[src/rtl/mdio_pkg.sv]
package mdio_pkg;
    localparam int BUS_W   = 32;
    localparam int DATA_W  = 16;
    localparam int FIELD_W = 5;

    localparam logic [4:0] OFS_STATUS = 5'h00;
    localparam logic [4:0] OFS_CMD    = 5'h08;
    localparam logic [4:0] OFS_DATA   = 5'h0C;
    localparam logic [4:0] OFS_CFG    = 5'h10;

    localparam int CMD_VALID_BIT = 31;
    localparam int CMD_PHY_LSB   = 25;
    localparam int CMD_REG_LSB   = 20;
    localparam int CMD_WD_LSB    = 4;
    localparam int CMD_RD_BIT    = 2;
    localparam int CMD_WR_BIT    = 1;

    localparam int ST_QUEUED_BIT = 2;
    localparam int ST_ACTIVE_BIT = 3;
endpackage

[src/rtl/mdio_clkgen.sv]
module mdio_clkgen #(
    parameter int PRESC_W = 8
) (
    input  logic               clk,
    input  logic               rst_n,
    input  logic               en,
    input  logic [PRESC_W-1:0] presc,
    output logic               tick
);
    logic [PRESC_W-1:0] cnt_d, cnt_q;

    always_comb begin
        tick  = en && (cnt_q == presc);
        cnt_d = cnt_q + 1'b1;
        if (!en || tick) cnt_d = '0;
    end

    always_ff @(posedge clk or negedge rst_n) begin
        if (!rst_n) cnt_q <= '0;
        else        cnt_q <= cnt_d;
    end
endmodule

[src/rtl/mdio_engine.sv]
module mdio_engine #(
    parameter int PRE_LEN = 32
) (
    input  logic                             clk,
    input  logic                             rst_n,
    input  logic                             start,
    input  logic                             start_rd,
    input  logic [PRE_LEN+31:0]              frame,
    input  logic                             tick,
    input  logic                             mdio_i,
    output logic                             busy,
    output logic                             mdc,
    output logic                             mdio_o,
    output logic                             mdio_oe,
    output logic                             fin,
    output logic                             fin_rd,
    output logic [mdio_pkg::DATA_W-1:0]      rd_data,
    output logic                             rd_err
);
    localparam int FRAME_LEN = PRE_LEN + 32;
    localparam int IDX_W     = $clog2(FRAME_LEN);
    localparam logic [IDX_W-1:0] TA1_IDX  = IDX_W'(PRE_LEN + 14);
    localparam logic [IDX_W-1:0] TA2_IDX  = IDX_W'(PRE_LEN + 15);
    localparam logic [IDX_W-1:0] DAT_IDX  = IDX_W'(PRE_LEN + 16);
    localparam logic [IDX_W-1:0] LAST_IDX = IDX_W'(FRAME_LEN - 1);

    typedef struct packed {
        logic                        busy;
        logic                        mdc;
        logic                        rd;
        logic                        oe;
        logic                        out;
        logic [IDX_W-1:0]            idx;
        logic [FRAME_LEN-1:0]        sh;
        logic [mdio_pkg::DATA_W-1:0] cap;
        logic                        taerr;
    } eng_t;

    eng_t e_d, e_q;
    logic [IDX_W-1:0] nidx;

    always_comb begin
        e_d  = e_q;
        fin  = 1'b0;
        nidx = e_q.idx + 1'b1;
        if (!e_q.busy) begin
            if (start) begin
                e_d.busy  = 1'b1;
                e_d.mdc   = 1'b0;
                e_d.rd    = start_rd;
                e_d.idx   = '0;
                e_d.sh    = frame;
                e_d.out   = frame[FRAME_LEN-1];
                e_d.oe    = 1'b1;
                e_d.cap   = '0;
                e_d.taerr = 1'b0;
            end
        end else if (tick) begin
            if (!e_q.mdc) begin
                e_d.mdc = 1'b1;
                if (e_q.rd && e_q.idx == TA2_IDX) e_d.taerr = mdio_i;
                if (e_q.rd && e_q.idx >= DAT_IDX)
                    e_d.cap = {e_q.cap[mdio_pkg::DATA_W-2:0], mdio_i};
            end else begin
                e_d.mdc = 1'b0;
                if (e_q.idx == LAST_IDX) begin
                    fin      = 1'b1;
                    e_d.busy = 1'b0;
                    e_d.oe   = 1'b0;
                    e_d.out  = 1'b1;
                end else begin
                    e_d.idx = nidx;
                    e_d.sh  = {e_q.sh[FRAME_LEN-2:0], 1'b0};
                    e_d.out = e_q.sh[FRAME_LEN-2];
                    e_d.oe  = !(e_q.rd && nidx >= TA1_IDX);
                end
            end
        end
    end

    always_ff @(posedge clk or negedge rst_n) begin
        if (!rst_n) begin
            e_q     <= '0;
            e_q.out <= 1'b1;
        end else begin
            e_q <= e_d;
        end
    end

    assign busy    = e_q.busy;
    assign mdc     = e_q.mdc;
    assign mdio_o  = e_q.out;
    assign mdio_oe = e_q.oe;
    assign fin_rd  = e_q.rd;
    assign rd_data = e_q.cap;
    assign rd_err  = e_q.taerr;
endmodule

[src/rtl/mdio_master.sv]
module mdio_master
    import mdio_pkg::*;
#(
    parameter int ADDR_W  = 5,
    parameter int PRESC_W = 8,
    parameter int PRE_LEN = 32
) (
    input  logic              clk,
    input  logic              rst_n,
    input  logic              bus_sel,
    input  logic              bus_wr,
    input  logic [ADDR_W-1:0] bus_addr,
    input  logic [BUS_W-1:0]  bus_wdata,
    output logic [BUS_W-1:0]  bus_rdata,
    output logic              mdc,
    output logic              mdio_o,
    output logic              mdio_oe,
    input  logic              mdio_i
);
    localparam int FRAME_LEN = PRE_LEN + 32;

    typedef struct packed {
        logic [BUS_W-1:0]   cmd;
        logic               queued;
        logic [PRESC_W-1:0] presc;
        logic [DATA_W-1:0]  data;
        logic [1:0]         err;
    } regs_t;

    regs_t r_d, r_q;

    logic                 eng_busy, eng_fin, eng_fin_rd, eng_err, tick;
    logic [DATA_W-1:0]    eng_data;
    logic                 start, accept, cmd_rd, queued_w;
    logic                 wr_cmd, wr_cfg;
    logic [FRAME_LEN-1:0] frame;

    assign wr_cmd = bus_sel && bus_wr && (bus_addr == ADDR_W'(OFS_CMD));
    assign wr_cfg = bus_sel && bus_wr && (bus_addr == ADDR_W'(OFS_CFG));
    assign accept = wr_cmd && bus_wdata[CMD_VALID_BIT] && !r_q.queued &&
                    (bus_wdata[CMD_RD_BIT] || bus_wdata[CMD_WR_BIT]);
    assign start  = r_q.queued && !eng_busy;
    assign cmd_rd = r_q.cmd[CMD_RD_BIT];
    assign queued_w = r_q.queued;

    always_comb begin
        frame = {{PRE_LEN{1'b1}}, 2'b01,
                 (cmd_rd ? 2'b10 : 2'b01),
                 r_q.cmd[CMD_PHY_LSB +: FIELD_W],
                 r_q.cmd[CMD_REG_LSB +: FIELD_W],
                 (cmd_rd ? 2'b11 : 2'b10),
                 (cmd_rd ? {DATA_W{1'b1}} : r_q.cmd[CMD_WD_LSB +: DATA_W])};
    end

    always_comb begin
        r_d = r_q;
        if (start) begin
            r_d.queued             = 1'b0;
            r_d.cmd[CMD_VALID_BIT] = 1'b0;
        end
        if (accept) begin
            r_d.cmd    = bus_wdata;
            r_d.queued = 1'b1;
        end
        if (wr_cfg && (bus_wdata[PRESC_W-1:0] != '0))
            r_d.presc = bus_wdata[PRESC_W-1:0];
        if (eng_fin && eng_fin_rd) begin
            r_d.data = eng_data;
            r_d.err  = {2{eng_err}};
        end
    end

    always_ff @(posedge clk or negedge rst_n) begin
        if (!rst_n) begin
            r_q       <= '0;
            r_q.presc <= PRESC_W'(1);
        end else begin
            r_q <= r_d;
        end
    end

    always_comb begin
        bus_rdata = '0;
        if (bus_sel && !bus_wr) begin
            if (bus_addr == ADDR_W'(OFS_STATUS)) begin
                bus_rdata[ST_QUEUED_BIT] = r_q.queued;
                bus_rdata[ST_ACTIVE_BIT] = eng_busy;
            end else if (bus_addr == ADDR_W'(OFS_CMD)) begin
                bus_rdata = r_q.cmd;
            end else if (bus_addr == ADDR_W'(OFS_DATA)) begin
                bus_rdata[DATA_W-1:0]      = r_q.data;
                bus_rdata[DATA_W+1:DATA_W] = r_q.err;
            end else if (bus_addr == ADDR_W'(OFS_CFG)) begin
                bus_rdata[PRESC_W-1:0] = r_q.presc;
            end
        end
    end

    mdio_clkgen #(.PRESC_W(PRESC_W)) i_clkgen (
        .clk   (clk),
        .rst_n (rst_n),
        .en    (eng_busy),
        .presc (r_q.presc),
        .tick  (tick)
    );

    mdio_engine #(.PRE_LEN(PRE_LEN)) i_engine (
        .clk      (clk),
        .rst_n    (rst_n),
        .start    (start),
        .start_rd (cmd_rd),
        .frame    (frame),
        .tick     (tick),
        .mdio_i   (mdio_i),
        .busy     (eng_busy),
        .mdc      (mdc),
        .mdio_o   (mdio_o),
        .mdio_oe  (mdio_oe),
        .fin      (eng_fin),
        .fin_rd   (eng_fin_rd),
        .rd_data  (eng_data),
        .rd_err   (eng_err)
    );
endmodule

[config.mk]
export PLATFORM = sky130hd
export DESIGN_NAME = mdio_master
export DESIGN_NICKNAME = d
export VERILOG_FILES = /design/src/rtl/mdio_pkg.sv /design/src/rtl/mdio_clkgen.sv /design/src/rtl/mdio_engine.sv /design/src/rtl/mdio_master.sv
export SDC_FILE = /design/constraint.sdc
export NUM_CORES = 1
export LEC_CHECK = 0
export BUFFER_PORTS_ARGS = -buffer_cell sky130_fd_sc_hd__buf_2
export CAP_MARGIN = 15
export CORE_ASPECT_RATIO = 2
export CORE_MARGIN = 2
export CORE_UTILIZATION = 35
export DETAILED_ROUTE_END_ITERATION = 12
export GPL_TIMING_DRIVEN = 0
export SLEW_MARGIN = 20
export SYNTH_ARGS = -nofsm -noshare
export SYNTH_HDL_FRONTEND = slang
export SYNTH_HIERARCHICAL = 1
export SYNTH_SLANG_ARGS = --single-unit
[constraint.sdc]
create_clock -name clk -period 5.2 [get_ports clk]
set_input_delay 1.04 -clock clk [delete_from_list [all_inputs] [get_ports clk]]
set_output_delay 1.04 -clock clk [all_outputs]
set_load 0.05 [all_outputs]
==> results.py, run 1 <==
metrics = {
    "synth": {
        "synth_top_family_by_area": "compound AO/OA/AOI/OAI gates",
        "yosysUniqueCellTypes": 53,
        "synth_xor_area_frac": 0.01715,
        "syn_area_mm2": 0.007513,
        "synth_largest_area_cell": "dfrtp_1",
        "ys.flop_type": "dfrtp_1",
        "synth-seq-cells": 157,
        "yosys_warnings": 6,
        "synth-async-reset-ratio": 1.000,
        "ys_top_cells_by_count": "dfrtp_1 (155), mux2_2 (58), nand2_1 (47), and2_1 (43)",
        "avgSynthCellArea_um2": 11.44,
        "yosysSeqAreaShare": 0.5232,
        "synthAdderAreaFrac": 0.004996,
        "synthMuxAreaShare": 0.1046,
        "yosysMostFrequentCell": "dfrtp_1",
        "yosys.area_share.simple": 0.1389,
        "netlist.area_leader.share": 0.5162,
        "synth_edf_count": 0,
        "synthTopCellsByArea": "dfrtp_1 (52%), mux2_2 (8.7%), a22o_1 (4.1%), a221o_1 (4.0%), and2_1 (3.6%)",
        "synth_compound_area_frac": 0.1627,
        "synthCells": 657,
    },
    "layout": {
        "syn2layout_area_growth_pct": 20.13,
        "antenna_cells_inserted": 0,
        "final_cells": 1068,
        "design_area_mm2": 0.009026,
        "drive_gt1_frac": 0.2841,
        "nets": 831,
    },
    "clocking": {
        "cts_sinks": 157,
        "clk_latency_ns": 0.43,
        "cts_root_buf": "clkbuf_16",
        "clk_path_buf_depth": 2,
        "h-tree-depth": 4,
        "cts_resized": 0,
        "clkTransAtPathRegs_ns": 0.06,
        "post_cts_buffers": 0,
        "numCtsBuffers": 17,
        "cts_tree": "built",
        "cts_hold_buffers": 0,
    },
    "detailed_routing": {
        "drt_pre_antenna_iters": 4,
        "dr.first_iter.drc_count": 313,
        "drc": 0,
        "wl_per_cell_um": 17.24,
        "routed_wl_mm": 18.41,
        "via_count": 5364,
        "vias_per_cell": 5.022,
        "postRouteAntennaNets": 0,
    },
    "floorplan": {
        "fp.dieArea_mm2": 0.02273,
        "die_w_um": 107.6,
        "initial_core_util": 0.3574,
        "core_mm2": 0.02102,
        "die_y_um": 211.2,
        "ios": 77,
        "rows": 75,
    },
    "placement": {
        "gp_congestion": 0.8299,
        "dpl.cell_count": 1036,
        "postPlaceCellArea_mm2": 0.008392,
        "post-dp-hpwl_mm": 13.53,
        "io_buffer_count": 76,
    },
    "power": {
        "switching_power_w": 0.0006812,
        "p_seq_frac": 0.462,
        "ir_drop_v": 0.0002448,
        "power_density_mw_per_mm2": 320.9,
        "swShare": 0.2352,
        "pwr-share-comb": 0.076,
        "p_leak_nw": 4.706,
        "clkPwrFrac": 0.462,
        "internal_power_w": 0.002216,
    },
    "timing": {
        "fin_worst_skew_ns": 0.009101,
        "setup_viol": 0,
        "setup_tns_ns": 0,
        "layout_min_cycle_time_ns": 4.312,
        "drv_slew": 0,
        "final_hold_viol_count": 0,
        "relSlewSlack": 0.3488,
        "period_share": 0.8291,
        "worstMarginPinSlew_ns": 0.9743,
        "grt_setup_unrepaired": "no",
        "timing.fmax_ghz": 0.2319,
    },
    "hold_path": {
        "min_to": "i_engine/e_q[75]",
        "min_path_type": "register to register",
        "hp-start": "i_engine/e_q[75]",
        "whs_path_depth": 1,
    },
    "job": {
        "drv_cap": 0,
    },
    "critical_path": {
        "cp_data_arrival_time_ns": 3.27,
        "critPathLaunchType": "input pin",
        "r2r_cells": 8,
        "crit_fanout": 10,
        "worstPathRequired_ns": 4.16,
        "worstReg2RegEnd": "r_q[13]",
        "critPathKind": "input pin to output pin",
        "reg2reg_from": "r_q[25]",
        "r2r_slack_ns": 1.63,
        "critPathCaptureType": "output pin",
    },
    "global_routing": {
        "grt_use_total": 0.1691,
        "antenna_found_initial": 0,
        "grt_pass1_wl_mm": 29.59,
        "grt_max_degree": 95,
        "grt-ovfl-total": 0,
        "grt_pass1_vias": 5702,
    },
    "outcome": {
        "outcome": "complete, no violations",
    },
}
## critical path: stages
cell      delay (ns)
buf_2           0.11
or3_4           0.40
or3_1           0.30
buf_2           0.20
nor2_1          0.37
clkbuf_1        0.38
and2_1          0.20
buf_2           0.26
## metrics by stage
| step | hold WS, ns | util | setup slack [ns] | total power (W) |
|---|---|---|---|---|
| 4_1_cts | 0.4799 | 0.4294 | 0.8221 | 0.002935 |
| 3_3_place_gp | 0.4595 | 0.3974 | 0.5593 | 0.001576 |
| 3_5_place_dp | 0.4653 | 0.3992 | 0.8250 | 0.001582 |
| 6_report | 0.4762 | 0.4294 | 0.8884 | 0.002897 |
| 5_1_grt | 0.4965 | 0.4294 | 0.7537 | 0.002999 |
| 2_1_floorplan | 0.4438 | - | 0.9761 | 0.001477 |
## worst max-delay path by stage
stage          slack [ns]            end  cells after the start        start
6_report             0.89  bus_rdata[25]                      8  bus_addr[4]
5_1_grt              0.75  bus_rdata[25]                      8  bus_addr[4]
4_1_cts              0.82  bus_rdata[25]                      8  bus_addr[4]
3_5_place_dp         0.82  bus_rdata[25]                      8  bus_addr[4]
3_3_place_gp         0.56      frame[24]                      1        rst_n
2_1_floorplan        0.98   bus_rdata[0]                      4  bus_addr[2]
## final cells by class
class	count	area, um2
plain buffers	56	322.8
clock buffers	22	474.2
clock inverters	10	160.2
fillers	2095	11990
inverters	9	33.78
multi-input cells	468	3349
flip-flops and latches	157	3931
well taps	269	336.6
repair buffers	77	417.9
## power by group through the flow
| stage | Clock (W) | Sequential [W] | Combinational (W) |
|---|---|---|---|
| final | 0.00134 | 0.00134 | 0.000219 |
| after global placement | 0 | 0.00136 | 0.000215 |
| after detailed placement | 0 | 0.00136 | 0.000222 |
| after CTS | 0.00137 | 0.00134 | 0.000223 |
| after global routing | 0.00141 | 0.00135 | 0.000242 |
| after floorplan | 0 | 0.00135 | 0.000122 |
## state kept, by name, indices dropped and copies added (netlist names), 8 cells and up
| signal | cells |
|---|---|
| r_q | 46 |
| frame | 10 |
| i_engine/rd_data | 16 |
| i_clkgen/cnt_q | 8 |
| i_engine/e_q | 69 |
## logic make-up (layout without fill, tap and decap cells)
family                   after synthesis  count (layout)
multiplexers                          71              71
AND/OR/NAND/NOR                      191             191
AO/OA/AOI/OAI                        155             155
buffers and inverters                 65             174
flip-flops                           157             157
XOR/XNOR                              13              13
adder cells (fa/ha/maj)                3               3
other                                  2              35
## routing by layer
layer	vias to the layer above	track usage	share of wire
met5	-	0	0
met4	0	0.08621	0.036
met1	2668	0.1780	0.37
li1	2570	-	-
met2	91	0.3179	0.57
met3	35	0.02407	0.022
## placed cells by master, fill, tap and decap left out, types with 18 or more instances in the layout
cell type    n
nand2_1     47
nor2_1      22
or2_2       18
and2_1      43
a21o_1      35
a221o_1     30
clkbuf_1    25
mux2_2      58
a22o_1      35
conb_1      35
dfrtp_1    155
buf_2       84
o21ai_0     27
Power figures use the tool's default switching activity.
==> inputs of run 2 (changes only) <==
- clock period: 5.2 -> 3.9 ns (I/O delays scaled with it)
==> run 2 against run 1 <==
Net effect:
- register-to-register slack got worse by 1.3 ns
- setup slack lost 0.66 ns
- design area about the same
- largest cell class unchanged
- critical endpoint unchanged
- total power grew 33%
- global-route usage did not move
- hold slack lost 0.19 ns
- first-iteration DRC count increased by 0.32%
- non-clock buffer count stayed put
==> results.py, run 2 (synthesis gave the netlist of run 1 again) <==
metrics = {
    "layout": {
        "regArea_mm2": 0.003931,
        "antenna_cells_inserted": 0,
        "top_register": "i_engine/e_q",
        "nets": 831,
        "mostFrequentLayoutCells": "dfrtp_1 (155), buf_2 (84), mux2_2 (58)",
        "final_common_cell": "dfrtp_1",
        "multi_input_area_mm2": 0.003352,
        "fill_cells": 2096,
        "syn2layout_area_growth_pct": 20.17,
        "drive_gt1_frac": 0.2854,
        "largest_reg_flops": 69,
    },
    "timing": {
        "grt_setup_unrepaired": "no",
        "whs_ns": 0.2894,
        "final_hold_viol_count": 0,
        "worstMarginPinSlew_ns": 0.9734,
        "setup_viol": 0,
        "fin_worst_skew_ns": 0.008484,
        "period_share": 0.9412,
        "relSlewSlack": 0.3494,
        "setup_tns_ns": 0,
        "timing.fmax_ghz": 0.2724,
        "drv_slew": 0,
        "layout_min_cycle_time_ns": 3.671,
    },
    "floorplan": {
        "core_mm2": 0.02102,
        "initial_core_util": 0.3574,
        "die_w_um": 107.6,
        "ios": 77,
        "fp.dieArea_mm2": 0.02273,
        "rows": 75,
        "die_y_um": 211.2,
    },
    "clocking": {
        "cts_root_buf": "clkbuf_16",
        "clk_path_buf_depth": 2,
        "cts_sinks": 157,
        "h-tree-depth": 4,
        "clk_latency_ns": 0.43,
        "numCtsBuffers": 17,
        "clkTransAtPathRegs_ns": 0.06,
        "cts_tree": "built",
    },
    "job": {
        "drv_cap": 0,
    },
    "global_routing": {
        "grt_pass1_wl_mm": 29.59,
        "grt-ovfl-total": 0,
        "grt_max_degree": 95,
        "grt_pass1_vias": 5702,
        "antenna_found_initial": 0,
        "grt_use_total": 0.1691,
    },
    "critical_path": {
        "critPathLaunchType": "input pin",
        "crit_start": "bus_addr[4]",
        "reg2reg_from": "r_q[25]",
        "worstPathRequired_ns": 3.12,
        "critPathKind": "input pin to output pin",
        "cp_data_arrival_time_ns": 2.89,
        "critPathCaptureType": "output pin",
        "crit_fanout": 10,
    },
    "detailed_routing": {
        "via_count": 5381,
        "drc": 0,
        "wl_per_cell_um": 17.17,
        "vias_per_cell": 5.038,
        "dr.first_iter.drc_count": 314,
        "drt_pre_antenna_iters": 4,
        "postRouteAntennaNets": 0,
        "routed_wl_mm": 18.34,
    },
    "hold_path": {
        "min_path_type": "input pin to async pin",
    },
    "power": {
        "p_leak_nw": 4.706,
        "ir_drop_v": 0.0003275,
        "power_density_mw_per_mm2": 427.5,
    },
    "placement": {
        "post-dp-hpwl_mm": 13.53,
        "io_buffer_count": 76,
        "gp_congestion": 0.8299,
    },
    "outcome": {
        "outcome": "complete, no violations",
    },
}
## run 2: cell types whose count changed in the layout (fill, tap and decap cells not counted), sizes merged
cell,previous run,this run
buf,110,111
clkbuf,45,44
## run 2: power by group
part	internal (W)	leakage [nW]	switching, W	total (W)
sequential	0.00171	2.15	0.0000771	0.00179
combinational	0.000124	2.24	0.000168	0.000292
clock	0.00112	0.310	0.000660	0.00178
## run 2: area by class of cell
| type | instances | share of cell area |
|---|---|---|
| plain buffers | 56 | 0.03575 |
| clock buffers | 22 | 0.05252 |
| clock inverters | 10 | 0.01774 |
| inverters | 9 | 0.003742 |
| multi-input cells | 468 | 0.3713 |
| flip-flops and latches | 157 | 0.4354 |
| well taps | 269 | 0.03728 |
| repair buffers | 77 | 0.04629 |
## run 2: per-layer routing
layer / global-route usage / routed length (um) / vias to the layer above
met1: 0.1780 / 6840 / 2670
met4: 0.08621 / 664 / 0
met2: 0.3179 / 10470 / 102
met3: 0.02407 / 364 / 36
li1: - / - / 2573
met5: 0 / 0 / -
## run 2: stage by stage
step                      area [um2]  instances  utilization  power (W)  worst slack, ns
after global routing            9029       1068       0.4295   0.003998          0.02231
after global placement          8354       1035       0.3974   0.002101          -0.4807
after floorplan                 7637        690            -   0.001970           0.1961
final                           9029       1068       0.4295   0.003860           0.2291
after CTS                       9026       1068       0.4294   0.003913          0.04208
after detailed placement        8392       1036       0.3992   0.002110          0.04496
## run 2: what timing repair did
item                                    4_1_cts  5_1_grt
buffers inserted                              0        0
endpoints found under the setup margin        0       10
gates resized for setup                       0        2
hold buffers                                  0        0
## run 2: worst paths after layout
check / depth (start not counted) / endpoint / slack, ns
setup / recovery: 8 / bus_rdata[25] / 0.23
hold / removal: 1 / i_clkgen/cnt_q[3] / 0.29
setup reg to reg: 8 / r_q[13] / 0.33
hold reg to reg: 1 / i_engine/e_q[75] / 0.48
max in group asynchronous: 2 / r_q[43] / 2.73
min in group clk: 1 / i_engine/e_q[75] / 0.48
## run 2: critical path, stage by stage
cell and delay, ns:
buf_2 0.11, or3_4 0.40, or3_1 0.30, buf_2 0.21, nor2_2 0.27, buf_1 0.35
and2_1 0.20, buf_2 0.26
==> inputs of run 3 (changes only) <==
- SYNTH_HIERARCHICAL: 1 -> not set
- TNS_END_PERCENT: not set -> 50
==> run 3 against run 2 <==
Net effect:
- global-route usage grew 0.85 points
- count of clock-buffer cells in the layout shrank 5
- flip-flop and latch count is the same
- fmax increased by 5.3%
- total power up 13%
- via count increased by 2.8%
==> results.py, run 3 <==
metrics = {
    "outcome": {
        "outcome": "complete, no violations",
    },
    "critical_path": {
        "crit_start": "bus_addr[4]",
        "crit_fanout": 10,
        "critPathKind": "input pin to output pin",
        "critPathCaptureType": "output pin",
        "reg2reg_from": "i_engine.e_q[81]",
        "worstPathRequired_ns": 3.12,
        "cp_data_arrival_time_ns": 2.71,
        "critPathLaunchType": "input pin",
    },
    "layout": {
        "top_register": "i_engine.e_q",
        "syn2layout_area_growth_pct": 20.14,
        "nets": 827,
        "drive_gt1_frac": 0.2553,
        "antenna_cells_inserted": 0,
        "mostFrequentLayoutCells": "dfrtp_1 (155), nand2_1 (130), buf_2 (84)",
        "final_common_cell": "dfrtp_1",
        "fill_cells": 1965,
        "largest_reg_flops": 69,
    },
    "timing": {
        "timing.fmax_ghz": 0.2868,
        "worstMarginPinSlew_ns": 0.9847,
        "relSlewSlack": 0.3381,
        "drv_slew": 0,
        "final_hold_viol_count": 0,
        "period_share": 0.8939,
        "fin_worst_skew_ns": 0.01343,
        "setup_viol": 0,
        "grt_setup_unrepaired": "no",
        "layout_min_cycle_time_ns": 3.486,
        "setup_slack_ns": 0.4137,
    },
    "synth": {
        "synthCells": 684,
        "synthTopCellsByArea": "dfrtp_1 (54%), mux2_2 (8.0%), nand2_1 (6.8%), nand3_1 (5.2%), o21ai_0 (3.1%)",
        "synth-seq-cells": 157,
        "yosysMostFrequentCell": "dfrtp_1",
        "yosysSeqAreaShare": 0.5473,
        "yosysUniqueCellTypes": 55,
        "synth_largest_area_cell": "dfrtp_1",
        "ys.flop_type": "dfrtp_1",
        "netlist.area_leader.share": 0.5400,
        "synth_edf_count": 0,
        "ys_top_cells_by_count": "dfrtp_1 (155), nand2_1 (130), nand3_1 (74), mux2_2 (51), o21ai_0 (45)",
        "syn_area_mm2": 0.007183,
        "yosys_warnings": 0,
        "synth_fp_nets": 729,
        "synth-async-reset-ratio": 1.000,
        "avgSynthCellArea_um2": 10.50,
    },
    "detailed_routing": {
        "via_count": 5531,
        "drt_pre_antenna_iters": 9,
        "dr.first_iter.drc_count": 363,
        "routed_wl_mm": 18.43,
        "wl_per_cell_um": 17.37,
        "vias_per_cell": 5.213,
        "postRouteAntennaNets": 0,
        "drc": 0,
    },
    "clocking": {
        "cts_root_buf": "clkbuf_16",
        "cts_tree": "built",
        "numCtsBuffers": 17,
        "clkTransAtPathRegs_ns": 0.06,
        "h-tree-depth": 4,
        "clk_latency_ns": 0.43,
        "cts_hold_buffers": 0,
        "clk_path_buf_depth": 2,
        "cts_sinks": 157,
    },
    "power": {
        "p_leak_nw": 4.145,
        "power_density_mw_per_mm2": 504.4,
        "ir_drop_v": 0.0002749,
        "p_total_w": 0.004353,
    },
    "global_routing": {
        "grt_max_degree": 95,
        "grt_use_total": 0.1777,
        "antenna_found_initial": 0,
        "grt_pass1_wl_mm": 29.95,
        "grt_pass1_vias": 5744,
        "grt-ovfl-total": 0,
    },
    "placement": {
        "post-dp-hpwl_mm": 13.38,
        "dp_slack_ns": -0.08628,
        "io_buffer_count": 76,
        "gp_congestion": 0.8147,
    },
    "floorplan": {
        "rows": 74,
        "die_y_um": 206.6,
        "core_mm2": 0.02028,
        "ios": 77,
        "initial_core_util": 0.3543,
        "die_w_um": 105.3,
        "fp.dieArea_mm2": 0.02176,
    },
    "hold_path": {
        "min_path_type": "input pin to async pin",
    },
    "job": {
        "drv_cap": 0,
    },
}
## run 3: layer usage
layer | GRT usage | wire [um] | vias to the layer above
li1 | - | - | 2608
met3 | 0.02543 | 431 | 27
met5 | 0 | 0 | -
met4 | 0.08857 | 555 | 0
met2 | 0.3339 | 10240 | 107
met1 | 0.1921 | 7207 | 2789
## run 3: timing repair
item,CTS,global route
setup endpoints to repair,10,10
resized for setup,1,0
buffers inserted,0,3
pin swaps,0,0
## run 3: worst paths after layout
kind	to	slack (ns)	cells past startpoint
setup / recovery	bus_rdata[7]	0.41	8
hold / removal	r_q[57]	0.27	1
setup reg to reg	i_engine.e_q[83]	1.05	6
hold reg to reg	r_q[58]	0.47	1
max in group asynchronous	i_engine.mdio_o	2.72	2
min in group clk	r_q[58]	0.47	1
## run 3: cell type report
class / instances / area [um2] / share of cell area
buffer: 43 / 206.4 / 0.02392
sequential: 157 / 3931 / 0.4556
timing repair buffer: 80 / 440.4 / 0.05104
clock inverter: 15 / 244.0 / 0.02827
tap: 266 / 332.8 / 0.03857
inverter: 5 / 18.77 / 0.002175
multi-input combinational: 478 / 3030 / 0.3512
clock buffer: 17 / 425.4 / 0.04930
## run 3: critical path: stages
cell	delay, ns
buf_2	0.11
nor2b_1	0.15
nand2_1	0.09
nor3_2	0.52
clkbuf_1	0.43
a222oi_1	0.22
nor2_1	0.13
buf_2	0.27
## run 3: kinds of logic (layout without fill, tap and decap cells)
logic type                 after synthesis  count (layout)  share of synthesized area
AOI/OAI and AO/OA                      112             112                     0.1125
DFF                                    157             157                     0.5473
muxes                                   57              57                    0.08918
and+or+nand+nor                        290             290                     0.1921
adders and majority gates                4               4                   0.006620
xor gates and xnor gates                15              15                    0.02038
buffers and inverters                   49             160                    0.03187
## run 3: report_power, final
| part | switching, W | internal (W) | total [W] |
|---|---|---|---|
| sequential | 0.000147 | 0.00183 | 0.00198 |
| clock | 0.000745 | 0.00116 | 0.00191 |
| combinational | 0.000255 | 0.000214 | 0.000469 |
## run 3: through the flow
step                std cells  setup TNS (ns)  hold WS [ns]  instance area [um2]    util
floorplan                 684               0        0.4411                 7183       -
global placement         1026          -66.28        0.4511                 7896  0.3894
detailed placement       1027         -0.7057        0.4623                 7934  0.3913
CTS                      1059               0        0.3096                 8606  0.4244
global route             1061               0        0.3250                 8630  0.4256
finish                   1061               0        0.2715                 8630  0.4256
